$ cat src/rtl/xsu_pkg.sv
package xsu_pkg;
  typedef enum logic [1:0] {
    SENSE_LOW  = 2'd0,
    SENSE_FALL = 2'd1,
    SENSE_RISE = 2'd2,
    SENSE_BOTH = 2'd3
  } sense_e;

  localparam int unsigned OFS_NMI_STAT  = 'h00;
  localparam int unsigned OFS_NMI_CLR   = 'h04;
  localparam int unsigned OFS_NMI_SENSE = 'h08;
  localparam int unsigned OFS_IRQ_STAT  = 'h10;
  localparam int unsigned OFS_IRQ_CLR   = 'h14;
  localparam int unsigned OFS_IRQ_SENSE = 'h18;
endpackage

$ cat src/rtl/xsu_sync.sv
module xsu_sync #(
  parameter int unsigned WIDTH  = 17,
  parameter int unsigned STAGES = 2,
  parameter logic        IDLE   = 1'b1
) (
  input  logic             clk,
  input  logic             rst,
  input  logic [WIDTH-1:0] d,
  output logic [WIDTH-1:0] q
);
  logic [WIDTH-1:0] chain [STAGES];

  always_ff @(posedge clk) begin
    if (rst) begin
      for (int s = 0; s < STAGES; s++) chain[s] <= {WIDTH{IDLE}};
    end else begin
      chain[0] <= d;
      for (int s = 1; s < STAGES; s++) chain[s] <= chain[s-1];
    end
  end

  assign q = chain[STAGES-1];
endmodule

$ cat src/rtl/xsu_detect.sv
module xsu_detect
  import xsu_pkg::*;
#(
  parameter logic IDLE = 1'b1
) (
  input  logic   clk,
  input  logic   rst,
  input  logic   pin_s,
  input  sense_e mode,
  input  logic   mode_chg,
  input  logic   clr,
  output logic   flag
);
  logic prev;
  logic rise, fall, hit;

  assign rise = pin_s & ~prev;
  assign fall = ~pin_s & prev;

  always_comb begin
    unique case (mode)
      SENSE_FALL: hit = fall;
      SENSE_RISE: hit = rise;
      SENSE_BOTH: hit = rise | fall;
      default:    hit = 1'b0;
    endcase
    if (mode_chg) hit = 1'b0;
  end

  always_ff @(posedge clk) begin
    if (rst) begin
      prev <= IDLE;
      flag <= 1'b0;
    end else begin
      prev <= pin_s;
      if (mode == SENSE_LOW) flag <= ~pin_s;
      else if (hit)          flag <= 1'b1;
      else if (clr)          flag <= 1'b0;
    end
  end

  AST_LEVEL_FOLLOWS: assert property (@(posedge clk) disable iff (rst)
    (mode == SENSE_LOW) |=> (flag == !$past(pin_s)));
  AST_EDGE_BEATS_CLEAR: assert property (@(posedge clk) disable iff (rst)
    (mode == SENSE_RISE && !mode_chg && pin_s && !prev) |=> flag);
  AST_CLEAR_TAKES: assert property (@(posedge clk) disable iff (rst)
    (mode != SENSE_LOW && clr && pin_s == prev) |=> !flag);
  AST_CHANGE_NO_EDGE: assert property (@(posedge clk) disable iff (rst)
    (mode_chg && mode != SENSE_LOW && !clr) |=> (flag == $past(flag)));
endmodule

$ cat src/rtl/ext_irq_sense_unit.sv
module ext_irq_sense_unit
  import xsu_pkg::*;
#(
  parameter int unsigned NUM_IRQ     = 16,
  parameter int unsigned ADDR_W      = 8,
  parameter int unsigned DATA_W      = 32,
  parameter int unsigned SYNC_STAGES = 2
) (
  input  logic               clk,
  input  logic               rst,
  input  logic               bus_wr,
  input  logic               bus_rd,
  input  logic [ADDR_W-1:0]  bus_addr,
  input  logic [DATA_W-1:0]  bus_wdata,
  output logic [DATA_W-1:0]  bus_rdata,
  input  logic               nmi_pin,
  input  logic [NUM_IRQ-1:0] irq_pins,
  output logic               nmi_req,
  output logic [NUM_IRQ-1:0] irq_req
);
  localparam int unsigned NCH     = NUM_IRQ + 1;
  localparam int unsigned SENSE_W = 2 * NUM_IRQ;

  logic               nmi_sel;
  logic [SENSE_W-1:0] irq_sense;
  logic [NCH-1:0]     pins_s;
  logic [NUM_IRQ-1:0] irq_flag;
  logic               nmi_flag;

  logic wr_nclr, wr_nsense, wr_iclr, wr_isense;
  assign wr_nclr   = bus_wr && bus_addr == ADDR_W'(OFS_NMI_CLR);
  assign wr_nsense = bus_wr && bus_addr == ADDR_W'(OFS_NMI_SENSE);
  assign wr_iclr   = bus_wr && bus_addr == ADDR_W'(OFS_IRQ_CLR);
  assign wr_isense = bus_wr && bus_addr == ADDR_W'(OFS_IRQ_SENSE);

  always_ff @(posedge clk) begin
    if (rst) begin
      nmi_sel   <= 1'b0;
      irq_sense <= '0;
    end else begin
      if (wr_nsense) nmi_sel   <= bus_wdata[0];
      if (wr_isense) irq_sense <= bus_wdata[SENSE_W-1:0];
    end
  end

  xsu_sync #(.WIDTH(NCH), .STAGES(SYNC_STAGES), .IDLE(1'b1)) u_sync (
    .clk(clk), .rst(rst), .d({irq_pins, nmi_pin}), .q(pins_s)
  );

  xsu_detect #(.IDLE(1'b1)) u_nmi_det (
    .clk      (clk),
    .rst      (rst),
    .pin_s    (pins_s[0]),
    .mode     (nmi_sel ? SENSE_RISE : SENSE_FALL),
    .mode_chg (wr_nsense && (bus_wdata[0] != nmi_sel)),
    .clr      (wr_nclr && bus_wdata[0]),
    .flag     (nmi_flag)
  );

  for (genvar i = 0; i < NUM_IRQ; i++) begin : g_irq
    xsu_detect #(.IDLE(1'b1)) u_det (
      .clk      (clk),
      .rst      (rst),
      .pin_s    (pins_s[i+1]),
      .mode     (sense_e'(irq_sense[2*i +: 2])),
      .mode_chg (wr_isense && (bus_wdata[2*i +: 2] != irq_sense[2*i +: 2])),
      .clr      (wr_iclr && bus_wdata[i]),
      .flag     (irq_flag[i])
    );
  end

  assign nmi_req = nmi_flag;
  assign irq_req = irq_flag;

  logic [DATA_W-1:0] rd_mux;
  always_comb begin
    rd_mux = '0;
    if (bus_addr == ADDR_W'(OFS_NMI_STAT))       rd_mux[0] = nmi_flag;
    else if (bus_addr == ADDR_W'(OFS_NMI_SENSE)) rd_mux[0] = nmi_sel;
    else if (bus_addr == ADDR_W'(OFS_IRQ_STAT))  rd_mux[NUM_IRQ-1:0] = irq_flag;
    else if (bus_addr == ADDR_W'(OFS_IRQ_SENSE)) rd_mux[SENSE_W-1:0] = irq_sense;
  end

  always_ff @(posedge clk) begin
    if (rst)         bus_rdata <= '0;
    else if (bus_rd) bus_rdata <= rd_mux;
  end

  AST_RESET_CLEARS: assert property (@(posedge clk)
    rst |=> (irq_req == '0 && !nmi_req));
  AST_NMI_ZERO_CLEAR_KEEPS: assert property (@(posedge clk) disable iff (rst)
    (wr_nclr && !bus_wdata[0] && nmi_flag) |=> nmi_flag);
endmodule

$ cat config.mk
export PLATFORM = sky130hd
export DESIGN_NAME = ext_irq_sense_unit
export DESIGN_NICKNAME = d
export VERILOG_FILES = /design/src/rtl/xsu_pkg.sv /design/src/rtl/xsu_sync.sv /design/src/rtl/xsu_detect.sv /design/src/rtl/ext_irq_sense_unit.sv
export SDC_FILE = /design/constraint.sdc
export NUM_CORES = 1
export LEC_CHECK = 0
export BUFFER_PORTS_ARGS = -buffer_cell sky130_fd_sc_hd__buf_2
export CORE_ASPECT_RATIO = 0.6
export CORE_UTILIZATION = 48
export CTS_BUF_LIST = sky130_fd_sc_hd__clkbuf_16
export DETAILED_ROUTE_END_ITERATION = 7
export GPL_TIMING_DRIVEN = 0
export PLACE_DENSITY = 0.72
export SYNTH_ARGS = -nofsm -noshare
export SYNTH_HDL_FRONTEND = slang
export SYNTH_HIERARCHICAL = 1
export SYNTH_SLANG_ARGS = --single-unit
$ cat constraint.sdc
create_clock -name clk -period 1.75 [get_ports clk]
set_input_delay 0.175 -clock clk [delete_from_list [all_inputs] [get_ports clk]]
set_output_delay 0.175 -clock clk [all_outputs]
set_load 0.005 [all_outputs]
Word-level counts from Yosys, hierarchy flattened
Memory sizes are Yosys's and may differ from the RTL's. Index checks and enable logic that the tools add are counted.

Equal/unequal tests: 73. Mux-type cells: 98. Bitwise logic cells: 87. Reduce and logical (&&, ||, !) cells: 73.

Operators by type and width (count): 1-bit 2-to-1 mux (73); 2-bit equality test, second input constant (34); 31-bit 2-to-1 mux (2); 1-bit one-hot mux with 3 select lines (17); 3-bit nonzero test (17); 1-bit logical AND (38); 1-bit bitwise AND (34); 2-bit by 1-bit equality test with 1-bit output, second input constant (17); 2-bit logical NOT (17); 17-bit 2-to-1 mux (2); 1-bit inverter (34); 16-bit 2-to-1 mux (2); 32-bit 2-to-1 mux (1); 2-bit != test (16); 8-bit by 5-bit equality test with 1-bit output, second input constant (3); 1-bit OR (19); 8-bit by 3-bit equality test with 1-bit output, second input constant (1); 8-bit by 4-bit equality test with 1-bit output, second input constant (1); 8-bit logical NOT (1); 2-bit 2-to-1 mux (1); 1-bit != test (1).

Register bits after elaboration: 99. RAM bits: 34. Input port bits: 61. Output and inout bits: 49. Word-level logic and storage cells: 369. Memories kept: 1.

Memories: u_sync.chain (words 2, bits a word 17, read ports 2, clocked after memory_dff 0, wr ports 2, line xsu_sync.sv:11) `logic [WIDTH-1:0] chain [STAGES];`.

Logic depth before layout (Yosys ltp)
Gate-level depths: netlist of the first run.

Depth in word-level cells: 7. Depth in mapped cells: 7. Mapped depth without buffers: 5.

Modules after synthesis
Netlist of the first run, hierarchy kept.

By module, submodules not included: ext_irq_sense_unit (times used 1, cells an instance 370, area an instance 3400.8 µm², sequential area each 1301.2 µm²); xsu_detect (times used 17, cells an instance 16, area an instance 135.1 µm², sequential area each 40.0 µm²); xsu_sync (times used 1, cells an instance 88, area an instance 1054.8 µm², sequential area each 680.7 µm²).

Least setup slack after synthesis of the first run
No wires, ideal clock.

Path kind: input -> register. Start: input bus_addr[3]. End: register g_irq[0].u_det.flag. Library setup time: 125 ps. Data arrival time: 1627 ps. Required time: 1625 ps. Path slack: -3 ps. Cell stages on the path: 7. Path buffers: 3. Cell sequence: buf_2 -> buf_2 -> nand4_1 -> clkbuf_1 -> a21oi_1 -> a21oi_1 -> o41a_1.

Cells in the longest elaborated chain, start to end: 6. Elaborated cells between the ends (all ways): 10. Those cells by class: eq/ne: 2; mux: 3; reduce/logical: 5.

Ends and longest elaborated chain: start: declaration (line ext_irq_sense_unit.sv:13) `input logic [ADDR_W-1:0] bus_addr,`; 8-bit by 5-bit equality test with 1-bit output (line ext_irq_sense_unit.sv:34) `assign wr_isense = bus_wr && bus_addr == ADDR_W'(OFS_IRQ_SENSE);`; 1-bit logical AND (line ext_irq_sense_unit.sv:34); 1-bit logical AND (line ext_irq_sense_unit.sv:66) `.mode_chg (wr_isense && (bus_wdata[2*i +: 2] != irq_sense[2*i +: 2])),`; 1-bit 2-to-1 mux (line xsu_detect.sv:27) `if (mode_chg) hit = 1'b0;`; 1-bit 2-to-1 mux (line xsu_detect.sv:37) `else if (hit) flag <= 1'b1;`; 1-bit 2-to-1 mux (line xsu_detect.sv:36) `if (mode == SENSE_LOW) flag <= ~pin_s;`; end signal: assignment (line xsu_detect.sv:36); end: declaration (line xsu_detect.sv:12) `output logic flag`.

Parallel ways exist; a longest one is shown, timed or not. A chain may end at the register's enable or synchronous reset.

Final worst setup path of the first run
Start: input bus_addr[6]. End: register g_irq[2].u_det.flag.

Cells in the longest elaborated chain, start to end: 6. Elaborated cells between the ends (all ways): 10. Those cells by class: eq/ne: 2; mux: 3; reduce/logical: 5.

Ends and longest elaborated chain (line): 8-bit by 5-bit equality test with 1-bit output (ext_irq_sense_unit.sv:34); 1-bit logical AND (ext_irq_sense_unit.sv:34); 1-bit logical AND (ext_irq_sense_unit.sv:66); 1-bit 2-to-1 mux (xsu_detect.sv:27); 1-bit 2-to-1 mux (xsu_detect.sv:37); 1-bit 2-to-1 mux (xsu_detect.sv:36); end signal: assignment (xsu_detect.sv:36); end: declaration (xsu_detect.sv:12).

Parallel ways exist; a longest one is shown, timed or not.

==> results of run 1 <==
-- cell usage after synthesis, drive strengths merged, types with 15 or more instances --
master	number
nor2	34
inv	36
or2b	34
clkbuf	21
ha	34
nor2b	17
mux2i	33
and2	16
nand2b	65
a21oi	67
nand2	35
buf	28
mux2	15
a32oi	15
nand4	18
xnor2	33
o41a	17
or2	51
dfxtp	133
nor3	19
-- metrics by stage --
step	cells	hold slack [ps]
after floorplan	730	272
after global placement	1030	352
after detailed placement	1030	353
after CTS	1079	34.4
after global routing	1079	47.0
final	1079	42.2
-- repair_timing --
item | CTS | global route
endpoints found under the hold margin | 17 | 0
hold buffers | 17 | 0
gates cloned | 0 | 0
pin swaps | 2 | 0
buffers inserted | 2 | 0
endpoints found under the setup margin | 27 | 10
resized for setup | 1 | 2
-- where the power goes --
part / total, W / switching (W) / internal [W]
Clock: 0.00321 / 0.00131 / 0.00190
Sequential: 0.00311 / 0.0000253 / 0.00309
Combinational: 0.000555 / 0.000286 / 0.000269
Total: 0.00687 / 0.00162 / 0.00526
-- tightest hold or removal path, delay by kind of cell --
kind / cells / cell delay, ps
buffers and inverters: 1 / 110
AND/OR/NAND/NOR: 1 / 60
multiplexers: 1 / 60
-- path summary, 6_finish.rpt --
| path | from | to | slack [ps] | cells after the start |
|---|---|---|---|---|
| min reg2reg | u_sync/chain[0][3]$_SDFF_PP1_ | u_sync/chain[0][20]$_SDFF_PP1_ | 400 | 1 |
| min | bus_wdata[17] | irq_sense[17]$_SDFFE_PP0P_ | 40 | 3 |
| max reg2reg | irq_sense[30]$_SDFFE_PP0P_ | g_irq[15].u_det/flag$_SDFFE_PP0P_ | 300 | 4 |
| max | bus_addr[6] | g_irq[2].u_det/flag$_SDFFE_PP0P_ | 100 | 7 |
-- kinds of logic (layout without fill, tap and decap cells) --
family / Yosys count / count (layout)
AO/OA/AOI/OAI: 99 / 99
flip-flops: 133 / 133
adder cells (fa/ha/maj): 34 / 34
multiplexers: 49 / 49
buffers and inverters: 85 / 242
AND/OR/NAND/NOR: 297 / 297
XOR/XNOR: 33 / 33
-- area by class of cell --
class                      instances  area, um2
sequential                       133       2660
clock buffer                      17        425
timing repair buffer             127        728
buffer                            49        305
multi-input combinational        512       3650
inverter                          36        135
tap                              192        240
clock inverter                    13       95.1
fill                            1219       5460
-- flip-flops by register name, indices dropped and copies added (netlist names) --
register and cells:
nmi_sel 1, bus_rdata 32, u_nmi_det/prev 1, irq_sense 32, u_nmi_det/flag 1, u_sync/chain 34
g_irq.u_det/flag 16, g_irq.u_det/prev 16
-- layer usage --
| layer | up-vias | global-route usage, % | part of all wire, % | wire length [um] |
|---|---|---|---|---|
| met5 | - | 0 | 0 | 0 |
| met4 | 0 | 7.43 | 0.61 | 104 |
| met3 | 11 | 5.03 | 7.4 | 1250 |
| met2 | 193 | 34.1 | 40 | 6760 |
| met1 | 2573 | 36.6 | 52 | 8880 |
| li1 | 2746 | - | - | - |
==> summary.txt, run 1 <==
outcome: complete, no violations
element type at the critical path end: flop
via density per instance: 5.12
cell with the largest stage delay on the worst path: and4bb_2
DR DRC count: 0
Fin. Hold Viols: 0
post-layout util: 60.1%
number of synthesis warnings: 6
Synth Area in Compound Gates: 9.75%
clock root buffer master: clkbuf_16
Top-Level Pins: 110
top library cells by usage in the layout, fill and taps aside: dfxtp_1, buf_2, a21oi_1
detailed router's first-iteration violation count: 368
Routed Wire Length: 17.0 mm
clock latency on the worst-skew pair: 410 ps
Row Count: 33
number of optimization iterations in the first detailed-route pass: 5
count of max-cap constraint violations: 0
worst-case headroom to the max-slew limit: 55.8%
overall die area: 14,600 um2
first-pass GRT wire length: 26.7 mm
kind of launch point of the worst setup path: input port
initial core utilization: 49.3%
Fmax: 607 MHz
share of the clock period used by the worst path: 94.1%
gate count after technology mapping: 730
Clock transition at path regs: 60 ps
synthesis-to-finish area growth: 22.1%
Hold Crit Class: in2reg
number of antenna violations at the first check in global routing: 0
ranking of synthesized cells by area: dfxtp_1, ha_1, nand2b_1
Mean Syn Cell Area: 9.25 um2
post-route worst setup slack: 104 ps
ANT cells: 0
horizontal extent of the die: 155 um
pins over their slew limit: 0
worst-case clock buffer depth: 2
category of cells accounting for the largest share of critical-path delay: simple AND/OR/NAND/NOR gates
TNS Setup: 0 ps
static power due to leakage: 3.49 nW
Cell variety after synth: 34
area share of xor/xnor cells in the synthesized design: 4.28%
Vias: 5,523
largest family of logic cells by synthesized area: simple AND/OR/NAND/NOR gates
post-route standard cell area excluding fillers: 8250 um2
IR drop worst, VDD: 0.434 mV
Core Box Area: 13,700 um2
sum of net half-perimeters after detailed placement: 11.9 mm
critical-path maximum fanout: 10
share of synthesized area spent on multiplexers: 7.73%
combined area of all synthesized cells: 6750 um2
Mapped Nets: 825
number of nets at the end of the flow: 971
Bufs and invs on worst path: 2
basic-gate share of the synthesized area counting and, or, nand and nor cells: 26.1%
Die Height: 93.9 um
final weighted congestion of routability-driven global placement: 0.851
CTS Buf Count: 17
residual overflow from global routing: 0
share of Yosys cell area claimed by the top area cell type: 39.4%
post-layout power: 0.00687 W
number of H-tree levels: 4
number of setup violations in the final report: 0
number of global-route vias before repair: 5,062
post-route clock skew: 6.29 ps
endpoint arrival time on the critical path: 1940 ps
wire length per cell: 15.8 um
number of synthesized register bits: 133
slew at the pin closest to its max-slew limit: 663 ps
Total GRT Usage: 24.3%
post-placement setup slack: -901 ps
EDFF count, synth: 0
slowest stage delay, CP: 430 ps
part of the Yosys area used for sequential elements: 39.4%
area post-placement: 7530 um2
cell area power density: 834 nW/um2
share of layout cells above drive strength 1: 24.6%
most used flip-flop cell after synthesis: dfxtp_1
post-route minimum period: 1650 ps
asr flop ratio synth: 0%
dominant cell type by area after synthesis: dfxtp_1
TritonCTS clock tree: yes
CP Class: in2reg
Cell Chain, Critical Path: buf_2 > nor4b_4 > and4bb_2 > clkbuf_2 > and2_1 > nor2b_1 > o41a_1
number of sinks driven by the clock tree: 133
most common cell after layout, fill and taps aside: dfxtp_1
largest net degree at the start of global routing: 49
RSZ-0062 raised after global routing: false
port bufs: 108
Critical Path RT: 2040 ps
residual antenna-violating net count after detailed routing: 0
adder and majority gate portion of the synthesized area: 6.30%
(Power assumes the default switching activity.)
==> run 2: changes to the inputs <==
--- a/config.mk
+++ b/config.mk
@@ -6,7 +6,7 @@
 export NUM_CORES = 1
 export LEC_CHECK = 0
 export BUFFER_PORTS_ARGS = -buffer_cell sky130_fd_sc_hd__buf_2
-export CORE_ASPECT_RATIO = 0.6
+export CORE_ASPECT_RATIO = 2
 export CORE_UTILIZATION = 48
 export CTS_BUF_LIST = sky130_fd_sc_hd__clkbuf_16
 export DETAILED_ROUTE_END_ITERATION = 7
==> summary.txt, run 2 (synthesis results as in run 1) <==
critical-path maximum fanout: 10
register-to-register path setup slack: 350 ps
Hold Path Cell Cnt: 3
Row Count: 61
Vias: 5,481
flip-flop count of the largest register after layout: 34
NetSw: 0.00165 W
overall die area: 14,600 um2
Core Box Area: 13,800 um2
number of sinks driven by the clock tree: 133
Total GRT Usage: 23.8%
detailed router's first-iteration violation count: 218
endpoint arrival time on the critical path: 2000 ps
Clock transition at path regs: 60 ps
Int Power: 0.00558 W
Routed Wire Length: 16.5 mm
synthesis-to-finish area growth: 23.6%
number of global-route vias before repair: 5,443
clock latency on the worst-skew pair: 420 ps
TritonCTS clock tree: yes
ANT cells: 0
horizontal extent of the die: 85.9 um
outcome: complete, no violations
TNS Setup: 0 ps
post-route clock skew: 7.92 ps
top register by number of flip-flops: u_sync/chain
largest net degree at the start of global routing: 49
Filler Cells Inserted: 1,236
initial core utilization: 48.9%
footprint of the multi-input gates: 3660 um2
Critical Path RT: 2040 ps
clock network power share: 49.3%
number of setup violations in the final report: 0
number of H-tree levels: 4
post-layout util: 60.4%
top flop regs: u_sync/chain: 34 flops, bus_rdata: 32 flops, irq_sense: 32 flops
residual overflow from global routing: 0
post-route minimum period: 1700 ps
via density per instance: 5.07
Fmax: 587 MHz
wire length per cell: 15.3 um
share of layout cells above drive strength 1: 25.3%
CP Class: in2reg
first-pass GRT wire length: 26.5 mm
worst reg2reg startpoint: u_sync/chain[0][23]$_SDFF_PP1_
post-route standard cell area excluding fillers: 8340 um2
Top-Level Pins: 110
CTS Buf Count: 17
area post-placement: 7530 um2
hold_ws: 37.7 ps
port bufs: 108
Die Height: 170 um
DR DRC count: 0
part of the total power dissipated in sequential elements: 43.1%
post-placement setup slack: -980 ps
switch share: 22.8%
hold wc startpoint: bus_wdata[21]
register area: 2660 um2
static power due to leakage: 3.53 nW
slew at the pin closest to its max-slew limit: 598 ps
worst r2r path cells: 6
worst-case clock buffer depth: 2
count of max-cap constraint violations: 0
residual antenna-violating net count after detailed routing: 0
cell area power density: 866 nW/um2
number of optimization iterations in the first detailed-route pass: 4
number of antenna violations at the first check in global routing: 0
element type at the critical path end: flop
Fin. Hold Viols: 0
worst-case headroom to the max-slew limit: 60.1%
clock root buffer master: clkbuf_16
top library cells by usage in the layout, fill and taps aside: dfxtp_1, buf_2, nand2b_1
number of nets at the end of the flow: 974
pins over their slew limit: 0
IR drop worst, VDD: 0.698 mV
post-route worst setup slack: 45.4 ps
R2R Path End: g_irq[5].u_det/flag$_SDFFE_PP0P_
share of the clock period used by the worst path: 97.4%
kind of launch point of the worst setup path: input port
Hold Crit Class: in2reg
final weighted congestion of routability-driven global placement: 0.813
Hold Crit Endpoint: irq_sense[21]$_SDFFE_PP0P_
RSZ-0062 raised after global routing: true
most common cell after layout, fill and taps aside: dfxtp_1
sum of net half-perimeters after detailed placement: 12.1 mm
part of the total power dissipated in combinational logic: 7.6%
==> run 2: cell count changes in the layout (fill, tap and decap cells not counted), moves of 2 or more <==
cell	change
buf_4	+4
a21oi_1	-3
a21oi_2	+3
bufinv_16	+2
clkinv_2	-2
==> run 2: per-stage QoR <==
stage          std cells  total power [W]
2_1_floorplan        730          0.00347
3_3_place_gp        1027          0.00369
3_5_place_dp        1027          0.00370
4_1_cts             1080          0.00727
5_1_grt             1081          0.00747
6_report            1081          0.00723
==> run 2: power groups by stage <==
stage               Clock [W]  Combinational (W)  Sequential, W
CTS                   0.00360           0.000549        0.00311
finish                0.00356           0.000547        0.00311
global route          0.00375           0.000604        0.00312
detailed placement          0           0.000515        0.00318
floorplan                   0           0.000300        0.00317
global placement            0           0.000508        0.00318
==> run 2: worst max-delay path by stage <==
stage / from / end / depth (start not counted)
2_1_floorplan: bus_addr[3] / g_irq[0].u_det/flag$_SDFFE_PP0P_ / 7
3_5_place_dp: bus_addr[5] / g_irq[1].u_det/flag$_SDFFE_PP0P_ / 7
3_3_place_gp: bus_addr[5] / g_irq[1].u_det/flag$_SDFFE_PP0P_ / 7
4_1_cts: bus_addr[3] / g_irq[7].u_det/flag$_SDFFE_PP0P_ / 8
6_report: bus_addr[5] / g_irq[5].u_det/flag$_SDFFE_PP0P_ / 8
5_1_grt: bus_addr[5] / g_irq[0].u_det/flag$_SDFFE_PP0P_ / 8
==> run 2: repair_timing <==
action / in CTS / in global routing
setup buffers: 4 / 1
pin swaps: 2 / 1
resized for setup: 1 / 5
gates cloned: 0 / 0
hold endpoints to repair: 17 / 0
hold buffers: 17 / 0
endpoints found under the setup margin: 29 / 11
==> run 2: metal layers <==
metal / track usage [%] / vias up / wire length (um)
met5: 0 / - / 0
met4: 12.2 / 0 / 645
met3: 4.72 / 47 / 609
met2: 45.5 / 134 / 9150
met1: 23.4 / 2563 / 6140
li1: - / 2737 / -
==> run 2: critical path, stage by stage <==
cell,delay (ps)
buf_2,130
nor4b_4,380
nand4_1,140
buf_4,180
clkbuf_2,250
a21oi_1,260
a21oi_1,70
o41a_1,420
==> run 2: cell type report <==
type / count / share of cell area (%)
timing repair buffer: 130 / 9.00
clock inverter: 15 / 1.95
inverter: 36 / 1.62
clock buffer: 17 / 5.10
buffer: 49 / 3.66
tap: 189 / 2.83
sequential: 133 / 31.9
multi-input combinational: 512 / 43.9
==> run 3: changes to the inputs <==
--- a/config.mk
+++ b/config.mk
@@ -12,6 +12,7 @@
 export DETAILED_ROUTE_END_ITERATION = 7
 export GPL_TIMING_DRIVEN = 0
 export PLACE_DENSITY = 0.72
+export RECOVER_POWER = 50
 export SYNTH_ARGS = -nofsm -noshare
 export SYNTH_HDL_FRONTEND = slang
 export SYNTH_HIERARCHICAL = 1
==> summary.txt, run 3 (synthesis results as in run 1) <==
outcome: complete, no violations
number of global-route vias before repair: 5,443
Row Count: 61
post-layout util: 59.7%
timing endpoint of the critical path: g_irq[5].u_det/flag$_SDFFE_PP0P_
critical-path maximum fanout: 10
Int Power: 0.00556 W
horizontal extent of the die: 85.9 um
post-placement setup slack: -980 ps
static power due to leakage: 3.39 nW
number of setup violations in the final report: 0
residual overflow from global routing: 0
kind of launch point of the worst setup path: input port
part of the total power dissipated in combinational logic: 7.4%
DR DRC count: 0
switch share: 23.0%
CTS Buf Count: 17
Clock transition at path regs: 60 ps
IR drop worst, VDD: 0.702 mV
top register by number of flip-flops: u_sync/chain
number of H-tree levels: 4
worst r2r path cells: 6
sum of net half-perimeters after detailed placement: 12.1 mm
endpoint arrival time on the critical path: 2000 ps
clock network power share: 49.5%
Vias: 5,476
worst-case clock buffer depth: 2
share of the clock period used by the worst path: 97.4%
register-to-register path setup slack: 220 ps
number of antenna violations at the first check in global routing: 0
Filler Cells Inserted: 1,262
slew at the pin closest to its max-slew limit: 589 ps
final weighted congestion of routability-driven global placement: 0.813
worst reg2reg startpoint: u_sync/chain[0][23]$_SDFF_PP1_
CP Class: in2reg
Fmax: 586 MHz
top library cells by usage in the layout, fill and taps aside: dfxtp_1, buf_2, nand2b_1
port bufs: 108
ANT cells: 0
NetSw: 0.00166 W
RSZ-0062 raised after global routing: true
via density per instance: 5.07
element type at the critical path end: flop
post-layout power: 0.00722 W
number of optimization iterations in the first detailed-route pass: 4
part of the total power dissipated in sequential elements: 43.2%
post-route clock skew: 7.61 ps
number of nets at the end of the flow: 974
Hold Crit Class: in2reg
number of sinks driven by the clock tree: 133
clock root buffer master: clkbuf_16
R2R Path End: g_irq[5].u_det/flag$_SDFFE_PP0P_
detailed router's first-iteration violation count: 225
Total GRT Usage: 23.8%
post-route worst setup slack: 44.9 ps
TritonCTS clock tree: yes
initial core utilization: 48.9%
Routed Wire Length: 16.6 mm
cell area power density: 876 nW/um2
worst-case headroom to the max-slew limit: 60.7%
residual antenna-violating net count after detailed routing: 0
clock latency on the worst-skew pair: 420 ps
Core Box Area: 13,800 um2
worst setup path startpoint: bus_addr[5]
flip-flop count of the largest register after layout: 34
largest net degree at the start of global routing: 49
most common cell after layout, fill and taps aside: dfxtp_1
Top-Level Pins: 110
pins over their slew limit: 0
top flop regs: u_sync/chain: 34 flops, bus_rdata: 32 flops, irq_sense: 32 flops
hold_ws: 38.0 ps
post-route minimum period: 1710 ps
synthesis-to-finish area growth: 22.0%
Critical Path RT: 2050 ps
wire length per cell: 15.4 um
first-pass GRT wire length: 26.5 mm
count of max-cap constraint violations: 0
Die Height: 170 um
overall die area: 14,600 um2
Fin. Hold Viols: 0
TNS Setup: 0 ps
share of layout cells above drive strength 1: 21.2%
## run 3: cell count changes in the layout (fill, tap and decap cells not counted)
cell      delta
buf_4       -17
clkbuf_1    +37
buf_6        -2
or2_0        +1
or2_1        -1
buf_2       -18
## run 3: metrics by stage
step | cell area (um2) | instances
6_report | 8240 | 1081
5_1_grt | 8240 | 1081
4_1_cts | 8320 | 1080
3_5_place_dp | 7530 | 1027
3_3_place_gp | 7530 | 1027
2_1_floorplan | 6750 | 730
## run 3: worst min-delay path by stage
stage                  startpoint                            end  slack [ps]  cells past startpoint
finish              bus_wdata[21]     irq_sense[21]$_SDFFE_PP0P_          40                      3
global route        bus_wdata[23]     irq_sense[23]$_SDFFE_PP0P_          50                      3
CTS                 bus_wdata[21]     irq_sense[21]$_SDFFE_PP0P_          40                      3
detailed placement    irq_pins[6]  u_sync/chain[0][7]$_SDFF_PP1_         350                      2
global placement      irq_pins[3]  u_sync/chain[0][4]$_SDFF_PP1_         350                      2
floorplan                 nmi_pin  u_sync/chain[0][0]$_SDFF_PP1_         270                      1
## run 3: timing repair
action,in CTS,in global routing
gates resized for setup,1,5
buffers inserted,4,1
hold endpoints to repair,17,0
pin swaps,2,1
hold buffers,17,0
endpoints found under the setup margin,29,11
## run 3: metal layers
| layer | part of all wire [%] | vias to the layer above | GRT usage (%) |
|---|---|---|---|
| met2 | 55 | 122 | 45.5 |
| met3 | 3.3 | 48 | 4.72 |
| met5 | 0 | - | 0 |
| met1 | 37 | 2571 | 23.4 |
| met4 | 4.2 | 0 | 12.2 |
| li1 | - | 2735 | - |
## run 3: area by class of cell
class                      instances  area, um2  area share, %
buffer                            49        226           2.75
sequential                       133       2660           32.3
timing repair buffer             130        728           8.84
inverter                          36        135           1.64
clock inverter                    15        163           1.97
tap                              189        236           2.87
clock buffer                      17        425           5.16
multi-input combinational        512       3660           44.5
## run 3: critical path, stage by stage
cell	delay [ps]
buf_2	130
nor4b_4	370
nand4_1	140
buf_4	180
clkbuf_2	250
a21oi_1	260
a21oi_1	70
o41a_1	420
## run 3: power by group through the flow
stage	Clock, W	Sequential, W	Combinational, W
floorplan	0	0.00317	0.000300
global placement	0	0.00318	0.000508
detailed placement	0	0.00318	0.000515
CTS	0.00360	0.00311	0.000549
global route	0.00375	0.00312	0.000586
finish	0.00357	0.00311	0.000531
